==> config.mk <==
export PLATFORM = sky130hd
export DESIGN_NAME = bcd_read_port
export DESIGN_NICKNAME = d
export VERILOG_FILES = /design/src/rtl/bcd_rp_pkg.sv /design/src/rtl/bcd_rp_tick.sv /design/src/rtl/bcd_rp_sync.sv /design/src/rtl/bcd_rp_pick.sv /design/src/rtl/bcd_rp_seq.sv /design/src/rtl/bcd_read_port.sv
export SDC_FILE = /design/constraint.sdc
export NUM_CORES = 1
export LEC_CHECK = 0
export BUFFER_PORTS_ARGS = -buffer_cell sky130_fd_sc_hd__buf_2
export CAP_MARGIN = 15
export CORE_MARGIN = 5
export CORE_UTILIZATION = 30
export CTS_BUF_LIST = sky130_fd_sc_hd__clkbuf_4
export CTS_CLUSTER_DIAMETER = 120
export DETAILED_ROUTE_END_ITERATION = 8
export GPL_ROUTABILITY_DRIVEN = 1
export HOLD_SLACK_MARGIN = 0.15
export MAX_ROUTING_LAYER = met4
export PLACE_DENSITY_LB_ADDON = 0.05
export SLEW_MARGIN = 10
export SYNTH_ARGS = -nofsm -noshare
export SYNTH_HDL_FRONTEND = slang
export SYNTH_SLANG_ARGS = --single-unit
==> constraint.sdc <==
create_clock -name clk -period 2.81 [get_ports clk]
set_clock_uncertainty 0.2 [all_clocks]
set_input_delay 0.4215 -clock clk [delete_from_list [all_inputs] [get_ports clk]]
set_output_delay 0.4215 -clock clk [all_outputs]
set_load 0.05 [all_outputs]
==> src/rtl/bcd_rp_pkg.sv <==
package bcd_rp_pkg;

  localparam int unsigned NREQ    = 3;
  localparam int unsigned IDX_CUR = 0;
  localparam int unsigned IDX_MAX = 1;
  localparam int unsigned IDX_MIN = 2;

  typedef enum logic [2:0] {
    ST_IDLE,
    ST_QUAL,
    ST_WAIT,
    ST_ON,
    ST_GAP,
    ST_GUARD
  } rp_state_e;

  // digits + polarity + overflow + five alarms + run
  function automatic int unsigned word_width(input int unsigned ndig);
    return 4 * ndig + 8;
  endfunction

  function automatic int unsigned bits_for(input int unsigned maxval);
    return (maxval > 1) ? $clog2(maxval + 1) : 1;
  endfunction

  // lowest index wins: current, then maximum, then minimum
  function automatic logic [NREQ-1:0] prio_pick(input logic [NREQ-1:0] act);
    logic [NREQ-1:0] r;
    r = '0;
    for (int i = NREQ - 1; i >= 0; i--) begin
      if (act[i]) r = NREQ'(1) << i;
    end
    return r;
  endfunction

endpackage

==> src/rtl/bcd_rp_tick.sv <==
module bcd_rp_tick #(
  parameter int unsigned CLK_PER_TICK = 250000
) (
  input  logic clk,
  input  logic rst_n,
  output logic tick
);
  localparam int unsigned PW = bcd_rp_pkg::bits_for(CLK_PER_TICK - 1);
  localparam logic [PW-1:0] LAST = PW'(CLK_PER_TICK - 1);

  logic [PW-1:0] pc_q;

  always_ff @(posedge clk or negedge rst_n) begin
    if (!rst_n) begin
      pc_q <= '0;
      tick <= 1'b0;
    end else begin
      tick <= (pc_q == LAST);
      pc_q <= (pc_q == LAST) ? '0 : pc_q + 1'b1;
    end
  end
endmodule

==> src/rtl/bcd_rp_sync.sv <==
module bcd_rp_sync #(
  parameter int unsigned W      = 3,
  parameter int unsigned STAGES = 2
) (
  input  logic         clk,
  input  logic         rst_n,
  input  logic [W-1:0] raw_n,
  output logic [W-1:0] act
);
  logic [W-1:0] stg_q [STAGES];

  generate
    for (genvar s = 0; s < STAGES; s++) begin : g_stage
      always_ff @(posedge clk or negedge rst_n) begin
        if (!rst_n) stg_q[s] <= '1;
        else if (s == 0) stg_q[s] <= raw_n;
        else stg_q[s] <= stg_q[(s == 0) ? 0 : s - 1];
      end
    end
  endgenerate

  assign act = ~stg_q[STAGES-1];
endmodule

==> src/rtl/bcd_rp_pick.sv <==
module bcd_rp_pick #(
  parameter int unsigned W = 24
) (
  input  logic                                clk,
  input  logic                                rst_n,
  input  logic [bcd_rp_pkg::NREQ-1:0]         sel,
  input  logic [bcd_rp_pkg::NREQ-1:0][W-1:0]  words,
  input  logic                                load,
  output logic [W-1:0]                        held_word
);
  localparam int unsigned N = bcd_rp_pkg::NREQ;

  logic [N-1:0][W-1:0] masked;
  logic [W-1:0]        picked;

  generate
    for (genvar g = 0; g < N; g++) begin : g_mask
      assign masked[g] = words[g] & {W{sel[g]}};
    end
  endgenerate

  always_comb begin
    picked = '0;
    for (int i = 0; i < N; i++) picked = picked | masked[i];
  end

  always_ff @(posedge clk or negedge rst_n) begin
    if (!rst_n) held_word <= '0;
    else if (load) held_word <= picked;
  end
endmodule

==> src/rtl/bcd_rp_seq.sv <==
module bcd_rp_seq #(
  parameter int unsigned T_QUAL      = 20,
  parameter int unsigned T_DAV_DLY   = 30,
  parameter int unsigned T_DAV_ON    = 40,
  parameter int unsigned T_DAV_OFF   = 24,
  parameter int unsigned T_DATA_HOLD = 16,
  parameter int unsigned T_GUARD     = 20
) (
  input  logic                        clk,
  input  logic                        rst_n,
  input  logic                        tick,
  input  logic [bcd_rp_pkg::NREQ-1:0] req_act,
  output logic [bcd_rp_pkg::NREQ-1:0] sel,
  output logic                        period_start,
  output logic                        dav,
  output logic                        drive,
  output logic                        in_idle,
  output logic                        in_guard,
  output logic                        fall_any
);
  import bcd_rp_pkg::*;

  localparam int unsigned TMAX = (T_DAV_DLY > T_DAV_ON) ?
                                 ((T_DAV_DLY > T_DAV_OFF) ? T_DAV_DLY : T_DAV_OFF) :
                                 ((T_DAV_ON > T_DAV_OFF) ? T_DAV_ON : T_DAV_OFF);
  localparam int unsigned CW = bits_for(TMAX);
  localparam logic [CW-1:0] L_QUAL  = CW'(T_QUAL - 1);
  localparam logic [CW-1:0] L_DLY   = CW'(T_DAV_DLY - 1);
  localparam logic [CW-1:0] L_ON    = CW'(T_DAV_ON - 1);
  localparam logic [CW-1:0] L_OFF   = CW'(T_DAV_OFF - 1);
  localparam logic [CW-1:0] L_HOLD  = CW'(T_DATA_HOLD - 1);
  localparam logic [CW-1:0] L_GUARD = CW'(T_GUARD - 1);

  rp_state_e       st_q, st_d;
  logic [CW-1:0]   cnt_q, cnt_d;
  logic [NREQ-1:0] sel_q, sel_d;
  logic [NREQ-1:0] prev_q;
  logic            dav_q, dav_d, drv_q, drv_d;
  logic            start;
  logic            held;

  assign fall_any = |(req_act & ~prev_q);
  assign held     = |(req_act & sel_q);

  always_comb begin
    st_d  = st_q;
    cnt_d = cnt_q;
    sel_d = sel_q;
    dav_d = dav_q;
    drv_d = drv_q;
    start = 1'b0;
    unique case (st_q)
      ST_IDLE: begin
        if (fall_any) begin
          st_d  = ST_QUAL;
          cnt_d = '0;
        end
      end
      ST_QUAL: begin
        if (!(|req_act)) begin
          st_d = ST_IDLE;
        end else if (tick) begin
          cnt_d = cnt_q + 1'b1;
          if (cnt_q == L_QUAL) begin
            st_d  = ST_WAIT;
            sel_d = prio_pick(req_act);
          end
        end
      end
      ST_WAIT: begin
        if (tick) begin
          if (cnt_q == L_DLY) start = 1'b1;
          else cnt_d = cnt_q + 1'b1;
        end
      end
      ST_ON: begin
        if (tick) begin
          if (cnt_q == L_ON) begin
            dav_d = 1'b0;
            st_d  = ST_GAP;
            cnt_d = '0;
          end else begin
            cnt_d = cnt_q + 1'b1;
          end
        end
      end
      ST_GAP: begin
        if (tick) begin
          cnt_d = cnt_q + 1'b1;
          if (cnt_q == L_HOLD && !held) begin
            drv_d = 1'b0;
            st_d  = ST_GUARD;
          end else if (cnt_q == L_OFF) begin
            if (held) begin
              start = 1'b1;
            end else begin
              drv_d = 1'b0;
              st_d  = ST_IDLE;
            end
          end
        end
      end
      ST_GUARD: begin
        if (tick) begin
          cnt_d = cnt_q + 1'b1;
          if (cnt_q == L_GUARD) st_d = ST_IDLE;
        end
      end
      default: st_d = ST_IDLE;
    endcase
    if (start) begin
      st_d  = ST_ON;
      cnt_d = '0;
      dav_d = 1'b1;
      drv_d = 1'b1;
    end
  end

  always_ff @(posedge clk or negedge rst_n) begin
    if (!rst_n) begin
      st_q   <= ST_IDLE;
      cnt_q  <= '0;
      sel_q  <= '0;
      prev_q <= '0;
      dav_q  <= 1'b0;
      drv_q  <= 1'b0;
    end else begin
      st_q   <= st_d;
      cnt_q  <= cnt_d;
      sel_q  <= sel_d;
      prev_q <= req_act;
      dav_q  <= dav_d;
      drv_q  <= drv_d;
    end
  end

  assign sel          = sel_q;
  assign period_start = start;
  assign dav          = dav_q;
  assign drive        = drv_q;
  assign in_idle      = (st_q == ST_IDLE);
  assign in_guard     = (st_q == ST_GUARD);
endmodule

==> src/rtl/bcd_read_port.sv <==
module bcd_read_port #(
  parameter int unsigned NDIG         = 4,
  parameter int unsigned CLK_PER_TICK = 250000,
  parameter int unsigned T_QUAL       = 20,
  parameter int unsigned T_DAV_DLY    = 30,
  parameter int unsigned T_DAV_ON     = 40,
  parameter int unsigned T_DAV_OFF    = 24,
  parameter int unsigned T_DATA_HOLD  = 16,
  parameter int unsigned T_GUARD      = 20,
  localparam int unsigned WORD_W      = bcd_rp_pkg::word_width(NDIG)
) (
  input  logic              clk,
  input  logic              rst_n,
  input  logic              req_cur_n,
  input  logic              req_max_n,
  input  logic              req_min_n,
  input  logic [WORD_W-1:0] word_cur,
  input  logic [WORD_W-1:0] word_max,
  input  logic [WORD_W-1:0] word_min,
  output logic              dav_pull,
  output logic [WORD_W-1:0] data_pull
);
  import bcd_rp_pkg::*;

  logic                     tick;
  logic [NREQ-1:0]          req_act;
  logic [NREQ-1:0]          sel;
  logic                     period_start;
  logic                     drive;
  logic                     in_idle;
  logic                     in_guard;
  logic                     fall_any;
  logic [WORD_W-1:0]        held_word;
  logic [NREQ-1:0][WORD_W-1:0] words;

  assign words[IDX_CUR] = word_cur;
  assign words[IDX_MAX] = word_max;
  assign words[IDX_MIN] = word_min;

  bcd_rp_tick #(.CLK_PER_TICK(CLK_PER_TICK)) tick_i (
    .clk(clk), .rst_n(rst_n), .tick(tick)
  );

  bcd_rp_sync #(.W(NREQ), .STAGES(2)) sync_i (
    .clk(clk), .rst_n(rst_n),
    .raw_n({req_min_n, req_max_n, req_cur_n}),
    .act(req_act)
  );

  bcd_rp_seq #(
    .T_QUAL(T_QUAL), .T_DAV_DLY(T_DAV_DLY), .T_DAV_ON(T_DAV_ON),
    .T_DAV_OFF(T_DAV_OFF), .T_DATA_HOLD(T_DATA_HOLD), .T_GUARD(T_GUARD)
  ) seq_i (
    .clk(clk), .rst_n(rst_n), .tick(tick), .req_act(req_act),
    .sel(sel), .period_start(period_start), .dav(dav_pull),
    .drive(drive), .in_idle(in_idle), .in_guard(in_guard),
    .fall_any(fall_any)
  );

  bcd_rp_pick #(.W(WORD_W)) pick_i (
    .clk(clk), .rst_n(rst_n), .sel(sel), .words(words),
    .load(period_start), .held_word(held_word)
  );

  assign data_pull = drive ? held_word : '0;
endmodule

### After elaboration in Yosys (flattened, before gate mapping)

Cells that the tools add are included.
Widths: inputs -> output; s select.

| word-level totals | value |
|---|---|
| logic and storage cells | 111 |
| output and inout bits | 25 |
| input port bits | 77 |
| register bits | 66 |

| cells by class | value |
|---|---|
| $add $sub $neg | 2 |
| multiplexer cells | 45 |
| bitwise gates (word level) | 9 |
| equality and inequality tests | 26 |
| reduce and logical (&&, ||, !) cells | 18 |

Operators by type and width:

| operator | number |
|---|---|
| $and 24x24->24 | 3 |
| $mux 3 | 16 |
| $mux 6 | 8 |
| $or 24x24->24 | 2 |
| $pmux 6 s5 | 1 |
| $mux 24 | 1 |
| $add 18x1->18 const B | 1 |
| $eq 18x18->1 const B | 1 |
| $eq 6x5->1 const B | 3 |
| $mux 18 | 1 |
| $pmux 3 s6 | 1 |
| $mux 1 | 16 |
| $ne 3x2->1 const B | 5 |
| $ne 3x3->1 const B | 5 |
| $ne 4x4->1 const B | 3 |
| $reduce_and 11->1 | 1 |
| $reduce_or 3->1 | 3 |
| $reduce_and 4->1 | 2 |
| $reduce_bool 2->1 | 4 |
| $add 6x1->6 const B | 1 |
| $and 3x3->3 | 2 |
| $eq 3x2->1 const B | 2 |
| $eq 3x3->1 const B | 2 |
| $eq 6x4->1 const B | 1 |
| other kinds (14) | 15 |

### Logic depth before layout (Yosys ltp)

| logic depth | value |
|---|---|
| depth after elaboration | 10 |
| depth in mapped cells | 9 |
| depth with buffers taken out | 7 |

### By module

Synthesis repeated with hierarchy kept, for this count alone.

| unflattened totals | value |
|---|---|
| cell total of the unflattened synthesis | 342 |
| area total of the unflattened synthesis | 3,510.9 µm² |

Modules (own cells, without submodules):

| module | seq. area each (µm²) | times used | cells an instance | area an instance (µm²) |
|---|---|---|---|---|
| bcd_rp_seq | 425.4 | 1 | 117 | 1,146.1 |
| bcd_rp_pick | 600.6 | 1 | 107 | 1,127.3 |
| bcd_rp_tick | 475.5 | 1 | 83 | 873.3 |
| bcd_read_port | 0.0 | 1 | 26 | 195.2 |
| bcd_rp_sync | 157.7 | 1 | 9 | 168.9 |

### Worst setup path after synthesis

OpenSTA, ideal clock, no wires.

| path | value |
|---|---|
| path kind | reg2reg |
| start | reg sync_i.stg_q[0] (netlist bit) |
| end | reg seq_i.drv_q, in the netlist seq_i.drive |
| data arrival time | 1.682 ns |
| slack | 0.810 ns |
| period minus slack after synthesis | 2.000 ns |
| required time | 2.492 ns |
| path buffers | 2 |
| cell stages (with the launch flop) | 7 |
| library setup time | 0.118 ns |
| path through | dfstp_2 -> inv_2 -> a221o_2 -> a41o_1 -> buf_2 -> buf_2 -> a21o_1 |

| on the way | value |
|---|---|
| word-level cells in the longest chain between the ends | 10 |
| elaborated cells on any way between the ends | 19 |
| classes of those cells | eq/ne (1); mux (9); bitwise (2); reduce/logical (7) |

RTL lines:

| element | line | text |
|---|---|---|
| from (decl) | bcd_rp_sync.sv:10 | `logic [W-1:0] stg_q [STAGES];` |
| from (signal, indexed assignment) | bcd_rp_sync.sv:16 | `else if (s == 0) stg_q[s] <= raw_n;` |
| from (signal, indexed assignment) | bcd_rp_sync.sv:17 | `else stg_q[s] <= stg_q[(s == 0) ? 0 : s - 1];` |
| $not 3->3 * | bcd_rp_sync.sv:22 | `assign act = ~stg_q[STAGES-1];` |
| named net req_act[0] | bcd_read_port.sv:26 | `logic [NREQ-1:0] req_act;` |
| $and 3x3->3 * | bcd_rp_seq.sv:43 | `assign held = \|(req_act & sel_q);` |
| $reduce_or 3->1 * | bcd_rp_seq.sv:43 |  |
| $mux 1 or $logic_not 1->1 (tied branches) | bcd_rp_seq.sv:94, bcd_rp_seq.sv:90 |  |
| $mux 1 or $logic_and 1x1->1 (tied branches) | bcd_rp_seq.sv:93, bcd_rp_seq.sv:90 |  |
| $mux 1 | bcd_rp_seq.sv:90 | `if (cnt_q == L_HOLD && !held) begin` |
| $mux 1 | bcd_rp_seq.sv:88 | `if (tick) begin` |
| $pmux 1 s2 | bcd_rp_seq.sv:52 | `unique case (st_q)` |
| $ne 3x3->1 (no source line), or another cell as far along | -- |  |
| $reduce_and 4->1 (no source line) | -- |  |
| to (signal assigned) | bcd_rp_seq.sv:133 | `drv_q <= drv_d;` |
| to (decl) | bcd_rp_seq.sv:38 | `logic dav_q, dav_d, drv_q, drv_d;` |

The timed path passes the listed nets; every way through them passes the cells marked *. The select of a mux whose other input is x is not followed.
A chain may end at the register's enable or synchronous reset.

### Worst setup path after layout

| path | value |
|---|---|
| start | reg seq_i.drv_q, in the netlist seq_i.drive |
| end | out data_pull[1] |

| on the way | value |
|---|---|
| word-level cells in the longest chain between the ends | 1 |

RTL lines:

| element | line | text |
|---|---|---|
| $mux 24 | bcd_read_port.sv:65 | `assign data_pull = drive ? held_word : '0;` |
| to (decl) | bcd_read_port.sv:21 | `output logic [WORD_W-1:0] data_pull` |

Every way passes these cells.

==> results.py <==
metrics = {
    "setup_path": {
        "reg2reg_depth": 7,
        "setup.worst_path.end_class": "output pin",
        "path_cells": "and2_1, buf_2",
        "crit_type": "reg2out",
        "slowest_delay_ps": 770,
        "cp_data_required_time_ps": 2190,
        "crit_slowest_cell": "dfrtp_1",
        "r2r-end": "seq_i.st_q[2]",
        "startpoint_type": "register",
        "crit_fanout": 25,
        "r2r_start": "seq_i.cnt_q[0]",
        "critPathBufInv": 1,
        "r2r_setup_slack_ps": 600,
        "cpLargestDelayFamily": "flip-flops",
        "arrival_ps": 1700,
    },
    "worst_hold_path": {
        "hold_path_class": "reg2reg",
        "holdPathStages": 0,
        "hp-start": "sync_i.stg_q[4]",
        "hold_end": "sync_i.stg_q[1]",
    },
    "floorplanning": {
        "die_area_um2": 13700,
        "ios": 102,
        "row_count": 39,
        "die_x_um": 117,
        "die_h_um": 117,
        "coreArea_um2": 11300,
        "initial_core_util_pct": 30.3,
    },
    "place": {
        "placedCellCount": 573,
        "gp_congestion": 0.773,
        "dpl_cell_area_um2": 4060,
        "hpwl_mm": 6.42,
        "io_buffers": 101,
    },
    "synth": {
        "yosysUniqueCellTypes": 51,
        "synth_edf_count": 0,
        "async_flop_share_pct": 100,
        "synth.most_common_cell": "dfrtp_1",
        "synth_cells": 349,
        "yosys-top-cells-area": "dfrtp_1, a222oi_1, nor2_1",
        "syn_area_um2": 3430,
        "ys.warnings.count": 0,
        "avgSynthCellArea_um2": 9.82,
        "synth_flop_cell": "dfrtp_1",
        "ys_ff_latch": 66,
        "yosysTopAreaCellShare_pct": 43.8,
        "synth_nets": 429,
        "synth_largest_area_cell": "dfrtp_1",
        "synth.cells.most_frequent": "dfrtp_1, nor2_1, a21oi_1",
        "yosysSeqAreaShare_pct": 48.4,
    },
    "routing": {
        "ant_nets": 0,
        "totalWireLength_mm": 9.49,
        "drt-pass1-iter-count": 5,
        "vias": 3169,
        "drt_iter0_drc": 189,
        "wl_per_cell_um": 14.9,
        "drc": 0,
        "viasPerCell": 4.96,
    },
    "sta": {
        "period_share_pct": 82.7,
        "tns_ps": 0,
        "tightest_slew_ps": 670,
        "rsz0062_at_grt": "false",
        "maxSlewHeadroom_pct": 54.8,
        "min_period_ps": 2330,
        "finalSetupViolations": 0,
        "clock.fmax_mhz": 430,
        "hold_viol_final": 0,
        "maxSlewViolCount": 0,
    },
    "cells_and_area": {
        "antenna_cells": 0,
        "drive_gt1_share_pct": 29.4,
        "layoutNonFillerInstCount": 639,
        "final_nets": 571,
        "design_area_um2": 4690,
        "area.growth.synth_to_final_pct": 37.0,
    },
    "status": {
        "status": "completed",
    },
    "clock_tree": {
        "cts.sinks": 66,
        "cts_hold_repair.buffers": 50,
        "clockBufferDepth": 2,
        "root_buffer": "clkbuf_4",
        "cts_setup_buffers": 0,
        "tritoncts": "built",
        "clock_latency_ps": 410,
        "cts-resized-gates": 0,
        "htreeDepth": 3,
        "clkTransAtPathRegs_ps": 110,
        "cts-buffers-inserted": 9,
    },
    "global_routing": {
        "antenna_found_initial": 0,
        "grt_pass1_wl_mm": 14.7,
        "grt_max_degree": 53,
        "grt_usage_pct": 14.0,
        "overflow": 0,
        "grt_pass1_vias": 3126,
    },
    "pwr": {
        "leakage_nw": 1.97,
        "vdd_drop_max_mv": 0.227,
        "power_density_nw_per_um2": 482,
    },
    "job": {
        "drv_cap": 0,
    },
}
==> power breakdown <==
group / switching [mW] / internal (mW) / total [mW] / leakage (nW)
Clock: 0.358 / 0.267 / 0.625 / 0.0639
Sequential: 0.0961 / 1.00 / 1.10 / 0.743
Combinational: 0.270 / 0.265 / 0.535 / 1.16
Total: 0.724 / 1.54 / 2.26 / 1.97
==> cells in the final DEF (no fill, tap or decap), types with 9 or more instances in the layout <==
cell type,instances
a222oi_1,24
a21oi_1,32
nand2_1,16
dfrtp_1,60
clkbuf_4,9
dlygate4sd3_1,50
nand3_1,10
and2_1,26
buf_2,101
nor2_1,44
==> worst max-delay path by stage <==
stage | slack (ps) | cells past startpoint | end | from
final | 480 | 2 | data_pull[1] | seq_i.drive
after global placement | 660 | 6 | seq_i.st_q[2] | sync_i.stg_q[0]
after CTS | 410 | 2 | data_pull[1] | seq_i.drive
after global routing | 330 | 2 | data_pull[1] | seq_i.drive
after floorplan | 810 | 6 | seq_i.drive | sync_i.stg_q[0]
after detailed placement | 620 | 7 | seq_i.st_q[2] | seq_i.cnt_q[0]
==> sequential cells by signal (all words and copies together) (netlist names) <==
name and flops:
sync_i.stg_q 6, seq_i.cnt_q 6, seq_i.drive 1, tick_i.pc_q 18, tick_i.tick 1, pick_i.held_word 24
seq_i.prev_q 3, seq_i.st_q 3, seq_i.sel 3, seq_i.dav 1
==> logic make-up after synthesis <==
family | count (synthesis) | synth area share (%)
simple gates | 144 | 22.8
compound gates | 87 | 19.3
flops | 66 | 48.4
buf+inv | 33 | 4.31
xor+xnor | 16 | 4.09
fa+ha+maj | 3 | 1.10
==> worst register-to-register path: stages, from the launching register on <==
cell	delay, ps
dfrtp_1	440
ha_1	210
and4bb_2	250
and4_1	240
a41o_1	250
buf_12	190
a21o_1	180
a41oi_2	170
==> area by class of cell <==
type / instances / area, um2
clock inverter: 7 / 70.1
multi-input combinational: 250 / 1620
fill: 1140 / 6630
timing repair buffer: 156 / 1070
clock buffer: 9 / 67.6
inverter: 8 / 30.0
sequential: 66 / 1660
tap: 143 / 179
==> metal layers <==
layer  part of all wire [%]  up-vias  track usage (%)
met3                    6.5       12             2.83
met2                     48       85             23.9
li1                       -     1577                -
met5                      0        -                -
met1                     44     1495             16.4
met4                    1.4        0             5.05
==> stage by stage <==
step	setup slack (ps)	hold slack, ps	power (mW)	util (%)
final	485	158	2.26	41.5
after floorplan	810	-74.1	1.48	-
after global placement	663	149	1.62	35.8
after global routing	333	159	2.42	41.5
after detailed placement	618	147	1.62	35.8
after CTS	411	152	2.29	41.5
(Power assumes the default switching activity.)
